**src/rtl/irq_pkg.sv**
```systemverilog
package irq_pkg;
  localparam int IL_W      = 4;
  localparam int PS_EXCM_B = 4;
  localparam int PS_UM_B   = 5;

  typedef enum logic [1:0] {
    KIND_HIGH   = 2'd0,
    KIND_KERNEL = 2'd1,
    KIND_USER   = 2'd2,
    KIND_DOUBLE = 2'd3
  } irq_kind_e;
endpackage

```
**src/rtl/irq_accept.sv**
```systemverilog
module irq_accept
  import irq_pkg::*;
#(
  parameter int NLEVEL     = 6,
  parameter int MASK_W     = 32,
  parameter int EXCM_LEVEL = 3
) (
  input  logic [IL_W-1:0]          level_i,
  input  logic [31:0]              ps_i,
  input  logic [MASK_W-1:0]        int_set_i,
  input  logic [MASK_W-1:0]        int_en_i,
  input  logic [NLEVEL*MASK_W-1:0] level_mask_i,
  output logic                     accept_o
);
  localparam logic [IL_W-1:0] EXCM_LVL = IL_W'(EXCM_LEVEL);

  logic [NLEVEL-1:0] hit;
  logic [IL_W-1:0]   cur_level;
  logic              sel_hit;
  logic              in_range;

  for (genvar l = 0; l < NLEVEL; l++) begin : g_hit
    assign hit[l] = |(level_mask_i[l*MASK_W +: MASK_W] & int_set_i & int_en_i);
  end

  always_comb begin
    cur_level = ps_i[IL_W-1:0];
    if (ps_i[PS_EXCM_B] && (EXCM_LVL > cur_level)) cur_level = EXCM_LVL;
  end

  always_comb begin
    sel_hit = 1'b0;
    for (int l = 1; l <= NLEVEL; l++)
      if (level_i == IL_W'(l)) sel_hit = hit[l-1];
  end

  assign in_range = (level_i != '0) && (level_i <= IL_W'(NLEVEL));
  assign accept_o = in_range && (level_i > cur_level) && sel_hit;
endmodule

```
**src/rtl/irq_vector.sv**
```systemverilog
module irq_vector
  import irq_pkg::*;
#(
  parameter int          NLEVEL      = 6,
  parameter logic [31:0] DEF_VECBASE = 32'h4000_0000,
  parameter logic [31:0] VEC_STRIDE  = 32'h40,
  parameter logic [31:0] KERNEL_OFS  = 32'h300,
  parameter logic [31:0] USER_OFS    = 32'h340,
  parameter logic [31:0] DOUBLE_OFS  = 32'h3C0,
  parameter bit          RELOC_EN    = 1'b1
) (
  input  logic [IL_W-1:0] level_i,
  input  irq_kind_e       kind_i,
  input  logic [31:0]     vecbase_i,
  output logic [31:0]     vec_o
);
  logic [31:0] fixed_vec;

  always_comb begin
    unique case (kind_i)
      KIND_HIGH:   fixed_vec = DEF_VECBASE + 32'(level_i) * VEC_STRIDE;
      KIND_KERNEL: fixed_vec = DEF_VECBASE + KERNEL_OFS;
      KIND_USER:   fixed_vec = DEF_VECBASE + USER_OFS;
      default:     fixed_vec = DEF_VECBASE + DOUBLE_OFS;
    endcase
  end

  if (RELOC_EN) begin : g_reloc
    assign vec_o = fixed_vec - DEF_VECBASE + vecbase_i;
  end else begin : g_fixed
    assign vec_o = fixed_vec;
  end
endmodule

```
**src/rtl/irq_save_bank.sv**
```systemverilog
module irq_save_bank
  import irq_pkg::*;
#(
  parameter int NLEVEL   = 6,
  parameter bit HAS_DEPC = 1'b1
) (
  input  logic                 clk_i,
  input  logic                 rst_ni,
  input  logic                 wr_i,
  input  logic [IL_W-1:0]      level_i,
  input  irq_kind_e            kind_i,
  input  logic [31:0]          pc_i,
  input  logic [31:0]          ps_i,
  output logic [NLEVEL*32-1:0] epc_o,
  output logic [NLEVEL*32-1:0] eps_o,
  output logic [31:0]          depc_o
);
  logic high_wr, gen_wr, dbl_to_depc;

  assign high_wr     = wr_i && (kind_i == KIND_HIGH);
  assign dbl_to_depc = HAS_DEPC && (kind_i == KIND_DOUBLE);
  assign gen_wr      = wr_i && (kind_i != KIND_HIGH) && !dbl_to_depc;

  for (genvar l = 1; l <= NLEVEL; l++) begin : g_lvl
    logic epc_we;
    if (l == 1) begin : g_l1
      assign epc_we = gen_wr;
      assign eps_o[31:0] = '0;
    end else begin : g_hi
      assign epc_we = high_wr && (level_i == IL_W'(l));
      always_ff @(posedge clk_i or negedge rst_ni)
        if (!rst_ni)     eps_o[(l-1)*32 +: 32] <= '0;
        else if (epc_we) eps_o[(l-1)*32 +: 32] <= ps_i;
    end
    always_ff @(posedge clk_i or negedge rst_ni)
      if (!rst_ni)     epc_o[(l-1)*32 +: 32] <= '0;
      else if (epc_we) epc_o[(l-1)*32 +: 32] <= pc_i;
  end

  if (HAS_DEPC) begin : g_depc
    always_ff @(posedge clk_i or negedge rst_ni)
      if (!rst_ni)                  depc_o <= '0;
      else if (wr_i && dbl_to_depc) depc_o <= pc_i;
  end else begin : g_no_depc
    assign depc_o = '0;
  end

  // save registers only move on a dispatch
  p_bank_hold_r10: assert property (@(posedge clk_i) disable iff (!rst_ni)
    !wr_i |=> ($stable(epc_o) && $stable(eps_o) && $stable(depc_o)));
endmodule

```
**src/rtl/irq_dispatch.sv**
```systemverilog
module irq_dispatch
  import irq_pkg::*;
#(
  parameter int          NLEVEL      = 6,
  parameter int          MASK_W      = 32,
  parameter int          EXCM_LEVEL  = 3,
  parameter bit          HAS_DEPC    = 1'b1,
  parameter bit          RELOC_EN    = 1'b1,
  parameter int          CAUSE_W     = 6,
  parameter int          L1_CAUSE    = 4,
  parameter logic [31:0] DEF_VECBASE = 32'h4000_0000,
  parameter logic [31:0] VEC_STRIDE  = 32'h40,
  parameter logic [31:0] KERNEL_OFS  = 32'h300,
  parameter logic [31:0] USER_OFS    = 32'h340,
  parameter logic [31:0] DOUBLE_OFS  = 32'h3C0
) (
  input  logic                     clk_i,
  input  logic                     rst_ni,
  input  logic                     eval_i,
  input  logic [3:0]               pend_level_i,
  input  logic [31:0]              ps_i,
  input  logic [MASK_W-1:0]        int_set_i,
  input  logic [MASK_W-1:0]        int_en_i,
  input  logic [NLEVEL*MASK_W-1:0] level_mask_i,
  input  logic [31:0]              pc_i,
  input  logic [31:0]              vecbase_i,
  output logic                     taken_o,
  output logic [1:0]               kind_o,
  output logic [31:0]              next_pc_o,
  output logic [31:0]              ps_o,
  output logic [CAUSE_W-1:0]       exccause_o,
  output logic [NLEVEL*32-1:0]     epc_o,
  output logic [NLEVEL*32-1:0]     eps_o,
  output logic [31:0]              depc_o
);
  logic        accept, wr;
  irq_kind_e   kind_d;
  logic [31:0] ps_d, vec_d;

  irq_accept #(.NLEVEL(NLEVEL), .MASK_W(MASK_W), .EXCM_LEVEL(EXCM_LEVEL)) u_accept (
    .level_i(pend_level_i), .ps_i(ps_i), .int_set_i(int_set_i),
    .int_en_i(int_en_i), .level_mask_i(level_mask_i), .accept_o(accept)
  );

  always_comb begin
    if (pend_level_i > 4'd1)    kind_d = KIND_HIGH;
    else if (ps_i[PS_EXCM_B])   kind_d = KIND_DOUBLE;
    else if (ps_i[PS_UM_B])     kind_d = KIND_USER;
    else                        kind_d = KIND_KERNEL;
  end

  always_comb begin
    ps_d = ps_i;
    if (kind_d == KIND_HIGH) ps_d[IL_W-1:0] = pend_level_i;
    ps_d[PS_EXCM_B] = 1'b1;
  end

  irq_vector #(
    .NLEVEL(NLEVEL), .DEF_VECBASE(DEF_VECBASE), .VEC_STRIDE(VEC_STRIDE),
    .KERNEL_OFS(KERNEL_OFS), .USER_OFS(USER_OFS), .DOUBLE_OFS(DOUBLE_OFS),
    .RELOC_EN(RELOC_EN)
  ) u_vector (
    .level_i(pend_level_i), .kind_i(kind_d), .vecbase_i(vecbase_i), .vec_o(vec_d)
  );

  assign wr = eval_i && accept;

  irq_save_bank #(.NLEVEL(NLEVEL), .HAS_DEPC(HAS_DEPC)) u_bank (
    .clk_i(clk_i), .rst_ni(rst_ni), .wr_i(wr), .level_i(pend_level_i),
    .kind_i(kind_d), .pc_i(pc_i), .ps_i(ps_i),
    .epc_o(epc_o), .eps_o(eps_o), .depc_o(depc_o)
  );

  always_ff @(posedge clk_i or negedge rst_ni) begin
    if (!rst_ni) begin
      taken_o    <= 1'b0;
      kind_o     <= '0;
      next_pc_o  <= '0;
      ps_o       <= '0;
      exccause_o <= '0;
    end else begin
      taken_o <= wr;
      if (wr) begin
        kind_o    <= kind_d;
        next_pc_o <= vec_d;
        ps_o      <= ps_d;
        if (kind_d != KIND_HIGH) exccause_o <= CAUSE_W'(L1_CAUSE);
      end
    end
  end

  p_taken_after_eval_r10: assert property (@(posedge clk_i) disable iff (!rst_ni)
    taken_o |-> $past(eval_i));
  p_excm_on_take_r6: assert property (@(posedge clk_i) disable iff (!rst_ni)
    taken_o |-> ps_o[PS_EXCM_B]);
  p_high_range_r4: assert property (@(posedge clk_i) disable iff (!rst_ni)
    (taken_o && kind_o == KIND_HIGH) |->
      (ps_o[IL_W-1:0] > 4'd1 && ps_o[IL_W-1:0] <= IL_W'(NLEVEL)));
  p_l1_cause_r7: assert property (@(posedge clk_i) disable iff (!rst_ni)
    (taken_o && kind_o != KIND_HIGH) |-> exccause_o == CAUSE_W'(L1_CAUSE));
  p_double_needs_excm_r8: assert property (@(posedge clk_i) disable iff (!rst_ni)
    (taken_o && kind_o == KIND_DOUBLE) |-> $past(ps_i[PS_EXCM_B]));
endmodule

```
**config.mk**
```make
export PLATFORM = sky130hd
export DESIGN_NAME = irq_dispatch
export DESIGN_NICKNAME = d
export VERILOG_FILES = /design/src/rtl/irq_pkg.sv /design/src/rtl/irq_accept.sv /design/src/rtl/irq_vector.sv /design/src/rtl/irq_save_bank.sv /design/src/rtl/irq_dispatch.sv
export SDC_FILE = /design/constraint.sdc
export NUM_CORES = 1
export LEC_CHECK = 0
export ABC_AREA = 1
export BUFFER_PORTS_ARGS = -buffer_cell sky130_fd_sc_hd__buf_4
export CAP_MARGIN = 10
export CORE_AREA = 10 10 322 324
export CTS_CLUSTER_DIAMETER = 150
export DETAILED_ROUTE_END_ITERATION = 16
export DIE_AREA = 0 0 332 334
export GPL_ROUTABILITY_DRIVEN = 0
export PLACE_DENSITY = 0.54
export SYNTH_ARGS = -nofsm -noshare
export SYNTH_HDL_FRONTEND = slang
export SYNTH_SLANG_ARGS = --single-unit
```
**constraint.sdc**
```tcl
create_clock -name clk_i -period 0.8 [get_ports clk_i]
set_input_delay 0.08 -clock clk_i [delete_from_list [all_inputs] [get_ports clk_i]]
set_output_delay 0.08 -clock clk_i [all_outputs]
set_load 0.01 [all_outputs]
```
==> results of run 1 <==
## layout make-up
type,instances,share of cell area (%)
Antenna cell,4,0.0269
Clock buffer,75,4.16
Clock inverter,22,0.853
Inverter,82,1.01
Multi-Input combinational cell,1824,25.6
Sequential cell,452,30.4
Tap cell,1287,4.32
Timing Repair Buffer,1282,33.6
## routing by layer
metal  wire, microns  share of wire, %  global-route usage, %
met5              11            0.0086                      0
met1           51200                40                   25.5
met3           10600               8.3                   5.42
met4            5350               4.2                   8.29
met2           60900                48                   34.7
## critical path, stage by stage
cell      delay, ps
buf_12          110
inv_16           50
nand2_8          50
nor2_4          170
o21ai_4         110
ha_4            260
inv_2            50
o211ai_1        100
ha_1            360
inv_2            70
o21ai_4         160
a31oi_4          50
nor3b_2         230
nand2_2         110
nor2_4          110
nand4_1         180
buf_4           220
nor3_4          110
xor2_1          150
nand2_1          60
nand2_1          60
## worst paths after layout
kind / to / slack (ps) / cells after the start
setup / recovery: next_pc_o[30] / -1480 / 21
hold / removal: next_pc_o[6] / -130 / 4
setup reg to reg: next_pc_o[12] / 80 / 2
hold reg to reg: u_bank.eps_o[128] / 470 / 2
max in group asynchronous: u_bank.eps_o[149] / 260 / 4
min in group asynchronous: u_bank.epc_o[0] / 50 / 3
## sequential cells by signal, summed over array words and instances, names as in the netlist
register and count:
taken_o 1, ps_o 32, u_bank.eps_o 160, u_bank.depc_o 32
exccause_o 1, next_pc_o 32, kind_o 2, u_bank.epc_o 192
## repair_timing
item,CTS,global route
gates resized for setup,184,284
cloned,38,39
endpoints found under the hold margin,895,3
setup endpoints to repair,904,904
buffers inserted,60,52
pin swaps,62,165
## synth_stat cells (2+ instances only)
| library cell | count |
|---|---|
| nand3_1 | 50 |
| a21oi_1 | 5 |
| xnor2_1 | 6 |
| buf_4 | 37 |
| buf_2 | 86 |
| o2bb2ai_1 | 3 |
| nor3_1 | 9 |
| nand2_1 | 1167 |
| ha_1 | 11 |
| o21a_1 | 2 |
| a211oi_1 | 2 |
| a2111oi_0 | 3 |
| inv_1 | 75 |
| dfrtp_1 | 452 |
| clkbuf_1 | 45 |
| o21ai_0 | 59 |
| nor2_1 | 38 |
| buf_6 | 6 |
| nand2_4 | 2 |
| nor4_1 | 5 |
| nand4_4 | 5 |
| a22o_1 | 2 |
| buf_1 | 38 |
| a221oi_1 | 3 |
| nand4_1 | 378 |
| xor2_1 | 18 |
| inv_2 | 5 |
## cell families after synthesis
logic type	synth area share (%)
adders and majority gates	0.750
other	0.0178
buffers and inverters	6.65
AOI/OAI and AO/OA	2.34
xor gates and xnor gates	1.00
and+or+nand+nor	35.4
DFF	53.8
## stage by stage
stage                     utilization (%)  hold slack (ps)
after detailed placement             30.9             -128
after global placement               30.9             -125
after CTS                            36.1             -139
final                                38.2             -132
after floorplan                         -             -216
after global routing                 38.2             -150
## layout by cell type, fill, tap and decap left out, types with 18 or more instances in the layout
cell type	count
buf_4	966
inv_1	53
nand2_2	109
buf_8	23
nand4_1	378
clkbuf_16	87
inv_2	19
buf_16	38
buf_6	47
dfrtp_1	452
nand2_4	28
nor2_1	18
o21ai_0	22
nand3_1	45
buf_12	78
dlygate4sd3_1	97
nand2_1	1029
conb_1	37
## power groups by stage
stage / combinational, W / clock (W) / sequential (W)
2_1_floorplan: 0.00341 / 0 / 0.0272
3_3_place_gp: 0.0125 / 0 / 0.0266
3_5_place_dp: 0.0126 / 0 / 0.0266
4_1_cts: 0.0136 / 0.0268 / 0.0263
5_1_grt: 0.0152 / 0.0278 / 0.0265
6_report: 0.0141 / 0.0264 / 0.0263
==> impl_results.md, run 1 <==
- TritonCTS buffer count: 53
- Sw frac: 29.4%
- Post-synth EDFFs: 0
- Cell count after placement: 4658
- DRT Wirelength: 128000 microns
- First-pass GRT wire length: 173000 microns
- Placement Cell Area: 0.0301 sq mm
- WS Path Type: primary input to flip-flop
- Clock latency on the worst-skew pair: 610 ps
- Clock Tree Root: clkbuf_16
- Violated checks: hold timing, setup timing
- Hold Startpoint: vecbase_i[6]
- Layout cells sized above 1: 41.0%
- Fin area: 0.0373 sq mm
- DRC Markers: 0
- Die footprint: 0.111 sq mm
- Number of synthesized register bits: 452
- Register area: 0.0113 sq mm
- CTS H-tree lvls: 2
- Slew @ Worst Pin: 1140 ps
- Reg power frac: 39.4%
- Setup TNS: -723260 ps
- Hold slack final: -132 ps
- Final Cycle Share: 285%
- Synth Area per Inst: 8.30 sq um
- Power Density: 1800 mW/mm^2
- Hold crit path type: primary input to flip-flop
- Pwr Total: 0.0669 W
- Post-DR wirelength/cell: 25.5 microns
- CTS sink count: 452
- I/O Buffers: 810
- Clock slew at reported path FFs: 60 ps
- Rows: 115
- Post-synth top area cell: dfrtp_1
- Layout area overhead: 77.2%
- Max VDD drop: 1400 uV
- DRT iter0 DRCs: 2352
- Async SR Flop Fraction: 100%
- Io pins: 848
- Final setup fails: 904
- Die width: 332 microns
- Clock Power Share: 39.5%
- Logic pwr share: 21.1%
- Starting Density: 21.6%
- DRT antenna net count: 0
- Fin. max-slew vios: 0
- Yosys warns: 0
- Leakage: 20.0 nW
- Net Switching: 0.0196 W
- Max_slew headroom: 24.1%
- Pre-antenna DRT Iters: 7
- Setup crit start kind: primary input
- Outcome: finished, violations left
- Area occupied by multi-input gates: 0.00955 sq mm
- Pin count of the biggest net entering global routing: 172
- Min cycle time layout: 2280 ps
- TritonCTS clock tree: done
- Hold Buf Count CTS: 97
- Max_cap viols: 0
- Via count of the first global-routing pass: 23.7k
- CP Max Fanout: 3
- Detail Placement HPWL: 84100 microns
- FILL cells: 9840
- Critical Path RT: 1370 ps
- Global-route total usage across every layer: 20.8%
- Skew final: 0 ps
- Crit path DAT: 2850 ps
- Main synth FF type: dfrtp_1
- Yosys cell types: 48
- Synthesized instance count: 2533
- Mapped cell area: 0.0210 sq mm
- Worst Setup SP: pend_level_i[3]
- Top post-synthesis cells by area: dfrtp_1 54%, nand2_1 21%, nand4_1 11%
- Final Hold Vio Count: 3
- CTS Buffer Depth: 3
- Total number of vias: 24.0k
- Peak Freq: 439 MHz
- Fin worst setup slack: -1480 ps
- Post-Place Setup Slack: -2310 ps
- Sequential-to-total area share from yosys stat: 53.8%
- Unrepaired setup endpoints after global routing: yes
- CORE AREA: 0.0976 sq mm
- Chip height: 334 microns
- Grt total ovfl: 0
- CP Capture Type: flip-flop
- Post-layout nets: 4066
- Vias per cell: 4.77
- Antenna violations before repair: 5
- Post-synth top area share: 53.8%
- Reg2Reg Launch Point: next_pc_o[12]
- Int Pwr: 0.0472 W
- Layout Cells excl Fill: 5028
No activity file was read; power rests on OpenSTA's default activity.
==> inputs of run 2 (changes only) <==
--- a/config.mk
+++ b/config.mk
@@ -8,12 +8,13 @@
 export ABC_AREA = 1
 export BUFFER_PORTS_ARGS = -buffer_cell sky130_fd_sc_hd__buf_4
 export CAP_MARGIN = 10
-export CORE_AREA = 10 10 322 324
+export CORE_AREA = 10 10 320 322
 export CTS_CLUSTER_DIAMETER = 150
 export DETAILED_ROUTE_END_ITERATION = 16
-export DIE_AREA = 0 0 332 334
+export DIE_AREA = 0 0 330 332
 export GPL_ROUTABILITY_DRIVEN = 0
 export PLACE_DENSITY = 0.54
 export SYNTH_ARGS = -nofsm -noshare
 export SYNTH_HDL_FRONTEND = slang
+export SYNTH_HIERARCHICAL = 1
 export SYNTH_SLANG_ARGS = --single-unit
==> run 2 against run 1 <==
  * The run still ends with hold timing, setup timing left
  * Clock power down 4%
  * Non-clock buffer count shrank 131
  * Setup slack improved by 130 ps
  * Worst hold slack got worse by 37 ps
  * Largest cell class is now sequential cells
  * Routed wire length decreased by 8.3%
  * Highest routed layer is now met4
  * Critical path type unchanged
  * Total power shrank 1.5%
  * Die area is 1.2% lower
==> impl_results.md, run 2 <==
- Pwr Total: 0.0659 W (was 0.0669 W)
- Max reg flops: 192 (unchanged)
- CTS H-tree lvls: 2 (unchanged)
- Max_slew headroom: 63.2% (was 24.1%)
- Sequential-to-total area share from yosys stat: 54.5% (was 53.8%)
- Chip height: 332 microns (was 334 microns)
- WS Path Type: primary input to flip-flop (unchanged)
- DRT iter0 DRCs: 2232 (was 2352)
- Post-Place Setup Slack: -2380 ps (was -2310 ps)
- Hold Buf Count CTS: 99 (was 97)
- Antenna violations before repair: 2 (was 5)
- CP Max Fanout: 27 (was 3)
- Total number of vias: 22.4k (was 24.0k)
- Main synth FF type: dfrtp_1 (unchanged)
- Worst R2R Setup Slack: -40 ps (was 80 ps)
- Skew final: 0 ps (unchanged)
- Mapped cell area: 0.0207 sq mm (was 0.0210 sq mm)
- Hold crit path type: primary input to flip-flop (unchanged)
- I/O Buffers: 810 (unchanged)
- Clock Tree Root: clkbuf_16 (unchanged)
- Clock latency on the worst-skew pair: 590 ps (was 610 ps)
- Global-route total usage across every layer: 19.4% (was 20.8%)
- Max VDD drop: 1630 uV (was 1400 uV)
- Commonest non-fill, non-tap cell in the layout: nand2_1 (unchanged)
- Critical Path RT: 1340 ps (was 1370 ps)
- Reg power frac: 40.2% (was 39.4%)
- Crit-path cells: buf_4, nand2_1, inv_2, nand2_1, nand4_1, a211oi_1, buf_4, nand4_1, o21ai_2, a21oi_2, nand2_4, clkinv_4, inv_4, nor2_4, buf_6, buf_12, buf_12, nand2_4, buf_12, nand2_1, nand2_1 (was buf_12, inv_16, nand2_8, nor2_4, o21ai_4, ha_4, inv_2, o211ai_1, ha_1, inv_2, o21ai_4, a31oi_4, nor3b_2, nand2_2, nor2_4, nand4_1, buf_4, nor3_4, xor2_1, nand2_1, nand2_1)
- Net Switching: 0.0193 W (was 0.0196 W)
- Crit path DAT: 2690 ps (was 2850 ps)
- Layout cells sized above 1: 39.2% (was 41.0%)
- Vias per cell: 4.49 (was 4.77)
- Reg2reg path depth: 1 (was 2)
- Yosys warns: 6 (was 0)
- Post-layout nets: 4037 (was 4066)
- Grt total ovfl: 0 (unchanged)
- Logic pwr share: 21.3% (was 21.1%)
- Synthesized instance count: 2594 (was 2533)
- Number of synthesized register bits: 452 (unchanged)
- Worst Hold Path Cells: 4 (unchanged)
- Placement Cell Area: 0.0298 sq mm (was 0.0301 sq mm)
- Largest registers: u_bank/epc_o x192, u_bank/eps_o x160 (was u_bank.epc_o x192, u_bank.eps_o x160)
- Post-synth top area share: 54.5% (was 53.8%)
- Setup crit start kind: primary input (unchanged)
- WP depth: 21 (unchanged)
- Hold slack final: -169 ps (was -132 ps)
- Peak Freq: 465 MHz (was 439 MHz)
- Synth Area per Inst: 7.99 sq um (was 8.30 sq um)
- Rows: 114 (was 115)
- CORE AREA: 0.0960 sq mm (was 0.0976 sq mm)
- Pin count of the biggest net entering global routing: 65 (was 172)
- Final Hold Vio Count: 3 (unchanged)
- TritonCTS clock tree: done (unchanged)
- Outcome: finished, violations left (unchanged)
- Unrepaired setup endpoints after global routing: yes (unchanged)
- CTS Buffer Depth: 3 (unchanged)
- Via count of the first global-routing pass: 22.0k (was 23.7k)
- Final setup fails: 912 (was 904)
- Layout area overhead: 68.7% (was 77.2%)
- Min cycle time layout: 2150 ps (was 2280 ps)
- Post-synth top area cell: dfrtp_1 (unchanged)
- Fin worst setup slack: -1350 ps (was -1480 ps)
- Most frequent cells in the layout: 1002 x nand2_1, 935 x buf_4, 452 x dfrtp_1 (was 1029 x nand2_1, 966 x buf_4, 452 x dfrtp_1)
- Io pins: 848 (unchanged)
- Worst stage delay on the critical path: 240 ps (was 360 ps)
- Final core occ: 36.4% (was 38.2%)
- Pre-antenna DRT Iters: 5 (was 7)
- Fin area: 0.0350 sq mm (was 0.0373 sq mm)
- Family with the most delay on the worst path: buffers and inverters (was simple AND/OR/NAND/NOR gates)
- CP Capture Type: flip-flop (unchanged)
- Top post-synthesis cells by area: dfrtp_1 55%, nand2_1 22%, nand3_1 9.2% (was dfrtp_1 54%, nand2_1 21%, nand4_1 11%)
- Yosys cell types: 37 (was 48)
- Post-synth top cells: 1192 x nand2_1, 452 x dfrtp_1, 382 x nand3_1 (was 1167 x nand2_1, 452 x dfrtp_1, 378 x nand4_1)
- Fin. max-slew vios: 0 (unchanged)
- Slowest CP cell: a211oi_1 (was ha_1)
- CTS sink count: 452 (unchanged)
- Violated checks: hold timing, setup timing (unchanged)
- Int Pwr: 0.0466 W (was 0.0472 W)
- Most numerous cell in the Yosys netlist: nand2_1 (unchanged)
- Die width: 330 microns (was 332 microns)
- Detail Placement HPWL: 84100 microns (about the same)
- Starting Density: 21.6% (about the same)
- TritonCTS buffer count: 54 (was 53)
- Clock slew at reported path FFs: 60 ps (about the same)
- Slew @ Worst Pin: 550 ps (was 1140 ps)
- DRT Wirelength: 117000 microns (was 128000 microns)
- Final Cycle Share: 269% (was 285%)
- Most used cell, CP: nand2_1
- WP buf/inv: 9 (was 5)
- Power Density: 1880 mW/mm^2 (was 1800 mW/mm^2)
- Max_cap viols: 0 (unchanged)
- Die footprint: 0.110 sq mm (was 0.111 sq mm)
- Leakage: 19.0 nW (was 20.0 nW)
- DRC Markers: 0 (unchanged)
- Post-synth EDFFs: 0 (unchanged)
- First-pass GRT wire length: 158000 microns (was 173000 microns)
- Top reg by flops: u_bank/epc_o (was u_bank.epc_o)
- Async SR Flop Fraction: 100% (unchanged)
- Post-DR wirelength/cell: 23.5 microns (was 25.5 microns)
- Clock Power Share: 38.5% (was 39.5%)
- Sw frac: 29.3% (was 29.4%)
- DRT antenna net count: 0 (unchanged)
-- run 2: changes by cell type in the layout (fill, tap and decap cells not counted), sizes merged, moves of 38 or more --
cell / previous run / this run
inv: 83 / 125
buf: 1152 / 1035
nand4: 384 / 29
nor2: 40 / 82
nand3: 50 / 384
nand2: 1172 / 1210
-- run 2: power groups by stage --
stage               registers, W  clock network [W]  logic, W
floorplan                 0.0276                  0   0.00331
global placement          0.0268                  0    0.0129
detailed placement        0.0267                  0    0.0130
CTS                       0.0264             0.0261    0.0136
global route              0.0267             0.0270    0.0152
finish                    0.0265             0.0254    0.0140
-- run 2: layout make-up --
class / count / area [sq um]
Antenna cell: 3 / 7.51
Clock buffer: 77 / 1570
Clock inverter: 22 / 254
Fill cell: 9817 / 61000
Inverter: 125 / 518
Multi-Input combinational cell: 1883 / 9360
Sequential cell: 452 / 11300
Tap cell: 1276 / 1600
Timing Repair Buffer: 1151 / 10400
-- run 2: repair_timing --
action | 4_1_cts | 5_1_grt
setup endpoints to repair | 904 | 912
resized for setup | 54 | 334
pin swaps | 4 | 47
setup buffers | 14 | 15
gates cloned | 7 | 21
endpoints found under the hold margin | 897 | 2
-- run 2: kinds of logic (layout without fill, tap and decap cells) --
logic type | count (synthesis) | in the layout | share of synthesized area, %
AND/OR/NAND/NOR | 1724 | 1725 | 34.8
XOR/XNOR | 10 | 10 | 0.495
other | 2 | 40 | 0.0362
AO/OA/AOI/OAI | 100 | 100 | 2.62
adder cells (fa/ha/maj) | 11 | 11 | 0.700
buffers and inverters | 295 | 1375 | 6.82
flip-flops | 452 | 452 | 54.5
-- run 2: worst min-delay path: stages --
cell and delay [ps]:
buf_4 80, ha_2 130, nand2_1 50, nand2_1 50
-- run 2: path summary, 6_finish.rpt --
kind / start / endpoint
min: vecbase_i[6] / next_pc_o[6]
max: int_en_i[20] / u_bank/eps_o[48]
min reg2reg: u_bank/eps_o[180] / u_bank/eps_o[180]
min in group asynchronous: rst_ni / u_bank/epc_o[143]
max in group asynchronous: rst_ni / u_bank/epc_o[139]
max reg2reg: exccause_o[2] / exccause_o[2]
-- run 2: through the flow --
step                instances  TNS [ps]
CTS                      4952   -750560
floorplan                2629   -618760
detailed placement       4734   -929880
global route             4986   -802470
finish                   4989   -743480
global placement         4734   -948150
-- run 2: per-layer routing --
layer	vias to the layer above	global-route usage (%)	part of all wire, %
li1	10300	-	-
met1	10800	26.7	44
met2	1094	29.1	44
met3	165	5.53	9.3
met4	0	5.40	2.7
met5	-	0	0
==> inputs of run 3 (changes only) <==
--- a/config.mk
+++ b/config.mk
@@ -8,12 +8,14 @@
 export ABC_AREA = 1
 export BUFFER_PORTS_ARGS = -buffer_cell sky130_fd_sc_hd__buf_4
 export CAP_MARGIN = 10
-export CORE_AREA = 10 10 320 322
+export CELL_PAD_IN_SITES_DETAIL_PLACEMENT = 1
+export CELL_PAD_IN_SITES_GLOBAL_PLACEMENT = 1
+export CORE_AREA = 10 10 324 326
 export CTS_CLUSTER_DIAMETER = 150
 export DETAILED_ROUTE_END_ITERATION = 16
-export DIE_AREA = 0 0 330 332
+export DIE_AREA = 0 0 334 336
 export GPL_ROUTABILITY_DRIVEN = 0
-export PLACE_DENSITY = 0.54
+export PLACE_DENSITY = 0.66
 export SYNTH_ARGS = -nofsm -noshare
 export SYNTH_HDL_FRONTEND = slang
 export SYNTH_HIERARCHICAL = 1
==> run 3 against run 2 <==
  * The run still ends with hold timing, setup timing left
  * Worst hold slack worse by 37 ps
  * Die area up 2.4%
  * Cell count increased by 1.9%
  * Non-clock buffer count is 80 higher
  * Setup slack better by 86 ps
  * Design area rose by 9.4%
  * Global-route usage up 2.2 points
  * Critical path depth shrank 3
  * Critical path type unchanged
  * Largest cell class is now non-clock buffers
  * Largest power group unchanged
==> impl_results.md, run 3 (synthesis gave the netlist of run 2 again) <==
- CTS sink count: 452 (unchanged)
- Skew final: 0 ps (unchanged)
- Peak Freq: 485 MHz (was 465 MHz)
- Reg2Reg Launch Point: exccause_o[2] (unchanged)
- CP Max Fanout: 64 (was 27)
- Total number of vias: 23.5k (was 22.4k)
- Global-route total usage across every layer: 21.6% (was 19.4%)
- Fin. max-slew vios: 0 (unchanged)
- DRT antenna net count: 0 (unchanged)
- Slew @ Worst Pin: 702 ps (was 550 ps)
- Leakage: 19.9 nW (was 19.0 nW)
- Die footprint: 0.112 sq mm (was 0.110 sq mm)
- Layout area overhead: 84.5% (was 68.7%)
- Most frequent cells in the layout: 920 x buf_4, 852 x nand2_1, 452 x dfrtp_1 (was 1002 x nand2_1, 935 x buf_4, 452 x dfrtp_1)
- Max_slew headroom: 53.1% (was 63.2%)
- DRT iter0 DRCs: 1682 (was 2232)
- Vias per cell: 4.63 (was 4.49)
- Layout Cells excl Fill: 5085 (was 4989)
- Commonest non-fill, non-tap cell in the layout: buf_4 (was nand2_1)
- Pre-antenna DRT Iters: 5 (unchanged)
- DRC Markers: 0 (unchanged)
- Detail Placement HPWL: 89000 microns (was 84100 microns)
- DRT Wirelength: 135000 microns (was 117000 microns)
- Worst Setup SP: ps_i[3] (was int_en_i[20])
- I/O Buffers: 810 (unchanged)
- TritonCTS clock tree: done (unchanged)
- Outcome: finished, violations left (unchanged)
- Max_cap viols: 0 (unchanged)
- Io pins: 848 (unchanged)
- WS Path Type: primary input to flip-flop (unchanged)
- Setup crit start kind: primary input (unchanged)
- Layout cells sized above 1: 48.0% (was 39.2%)
- Die width: 334 microns (was 330 microns)
- Starting Density: 21.1% (was 21.6%)
- CP Capture Type: flip-flop (unchanged)
- Min cycle time layout: 2060 ps (was 2150 ps)
- Via count of the first global-routing pass: 24.8k (was 22.0k)
- CTS H-tree lvls: 2 (unchanged)
- Cell count after placement: 4746 (was 4734)
- CORE AREA: 0.0981 sq mm (was 0.0960 sq mm)
- CTS Buffer Depth: 3 (unchanged)
- Max VDD drop: 1380 uV (was 1630 uV)
- Unrepaired setup endpoints after global routing: yes (unchanged)
- Antenna violations before repair: 13 (was 2)
- Post-layout nets: 4119 (was 4037)
- FILL cells: 11.3k (was 9817)
- Crit path DAT: 2600 ps (was 2690 ps)
- Clock Tree Root: clkbuf_16 (unchanged)
- Largest registers: u_bank/epc_o x192, u_bank/eps_o x160 (unchanged)
- Grt total ovfl: 0 (unchanged)
- First-pass GRT wire length: 179000 microns (was 158000 microns)
- Post-Place Setup Slack: -2340 ps (was -2380 ps)
- Final Cycle Share: 258% (was 269%)
- Hold crit path type: primary input to flip-flop (unchanged)
- TritonCTS buffer count: 56 (was 54)
- Power Density: 1760 mW/mm^2 (was 1880 mW/mm^2)
- Clock slew at reported path FFs: 60 ps (about the same)
- Top reg by flops: u_bank/epc_o (unchanged)
- Clock latency on the worst-skew pair: 630 ps (was 590 ps)
- Pwr Total: 0.0675 W (was 0.0659 W)
- Final Hold Vio Count: 3 (unchanged)
- Chip height: 336 microns (was 332 microns)
- Max reg flops: 192 (unchanged)
- Hold slack final: -206 ps (was -169 ps)
- Critical Path RT: 1340 ps (about the same)
- Fin worst setup slack: -1260 ps (was -1350 ps)
- Post-DR wirelength/cell: 26.6 microns (was 23.5 microns)
- Rows: 115 (was 114)
- Final setup fails: 919 (was 912)
- Pin count of the biggest net entering global routing: 65 (unchanged)
- Hold Startpoint: vecbase_i[6] (unchanged)
- Violated checks: hold timing, setup timing (unchanged)
-- run 3: cell types whose count changed in the layout (fill, tap and decap cells not counted), moves of 5 or more --
cell | previous run | this run
diode_2 | 3 | 9
nand3_4 | 0 | 5
clkbuf_16 | 73 | 88
buf_16 | 16 | 48
buf_12 | 58 | 77
nand2_2 | 128 | 237
inv_4 | 7 | 12
nand3_1 | 373 | 252
buf_6 | 17 | 44
nand3_2 | 11 | 127
nand2_1 | 1002 | 852
nand2_4 | 75 | 114
buf_4 | 935 | 920
-- run 3: path summary, 6_finish.rpt --
kind | to | slack, ps | cells past startpoint
max in group asynchronous | u_bank/epc_o[117] | -230 | 3
setup / recovery | u_bank/epc_o[13] | -1260 | 18
min in group asynchronous | u_bank/epc_o[165] | 40 | 3
hold reg to reg | ps_o[4] | 470 | 1
hold / removal | next_pc_o[6] | -210 | 4
setup reg to reg | exccause_o[2] | 30 | 1
-- run 3: routing by layer --
layer	vias up	global-route usage, %	share of wire (%)
li1	10500	-	-
met1	11900	26.3	41
met2	933	36.2	48
met3	219	6.88	8.0
met4	12	5.96	3.2
met5	-	0	0.069
-- run 3: through the flow --
stage / cell area (sq um) / setup TNS (ps) / util [%]
global placement: 29800 / -972300 / 30.4
CTS: 35300 / -698080 / 35.9
detailed placement: 29800 / -991250 / 30.4
global route: 38200 / -804590 / 39.0
finish: 38300 / -727190 / 39.0
floorplan: 21100 / -618760 / -
-- run 3: layout make-up --
class | count | area, sq um | area share [%]
Inverter | 125 | 536 | 1.40
Multi-Input combinational cell | 1883 | 10700 | 28.1
Tap cell | 1287 | 1610 | 4.21
Sequential cell | 452 | 11300 | 29.6
Clock inverter | 18 | 216 | 0.566
Clock buffer | 80 | 1610 | 4.21
Antenna cell | 9 | 22.5 | 0.0589
Timing Repair Buffer | 1231 | 12200 | 31.9
-- run 3: what timing repair did --
action / CTS / global route
endpoints found under the hold margin: 896 / 9
gates resized for setup: 263 / 569
setup buffers: 30 / 30
pin swaps: 67 / 139
hold buffers: 99 / 1
gates cloned: 47 / 41
setup endpoints to repair: 904 / 919
-- run 3: where the power goes --
group	switching [W]	internal (W)
Clock	0.0109	0.0150
Combinational	0.00792	0.00702
Sequential	0.00170	0.0250
Total	0.0205	0.0470
-- run 3: critical path, stage by stage --
cell       delay (ps)
buf_12            120
clkinv_4           50
o2111ai_2         130
nand2_1           100
inv_2              50
ha_4              270
nand2_4            50
o21ai_2           110
a21oi_1            90
nor2_1            160
o21ai_2            90
a21oi_4           140
nand2_4            70
clkinv_4           50
buf_4             280
nand3_2           140
buf_12            180
o21ai_0           350
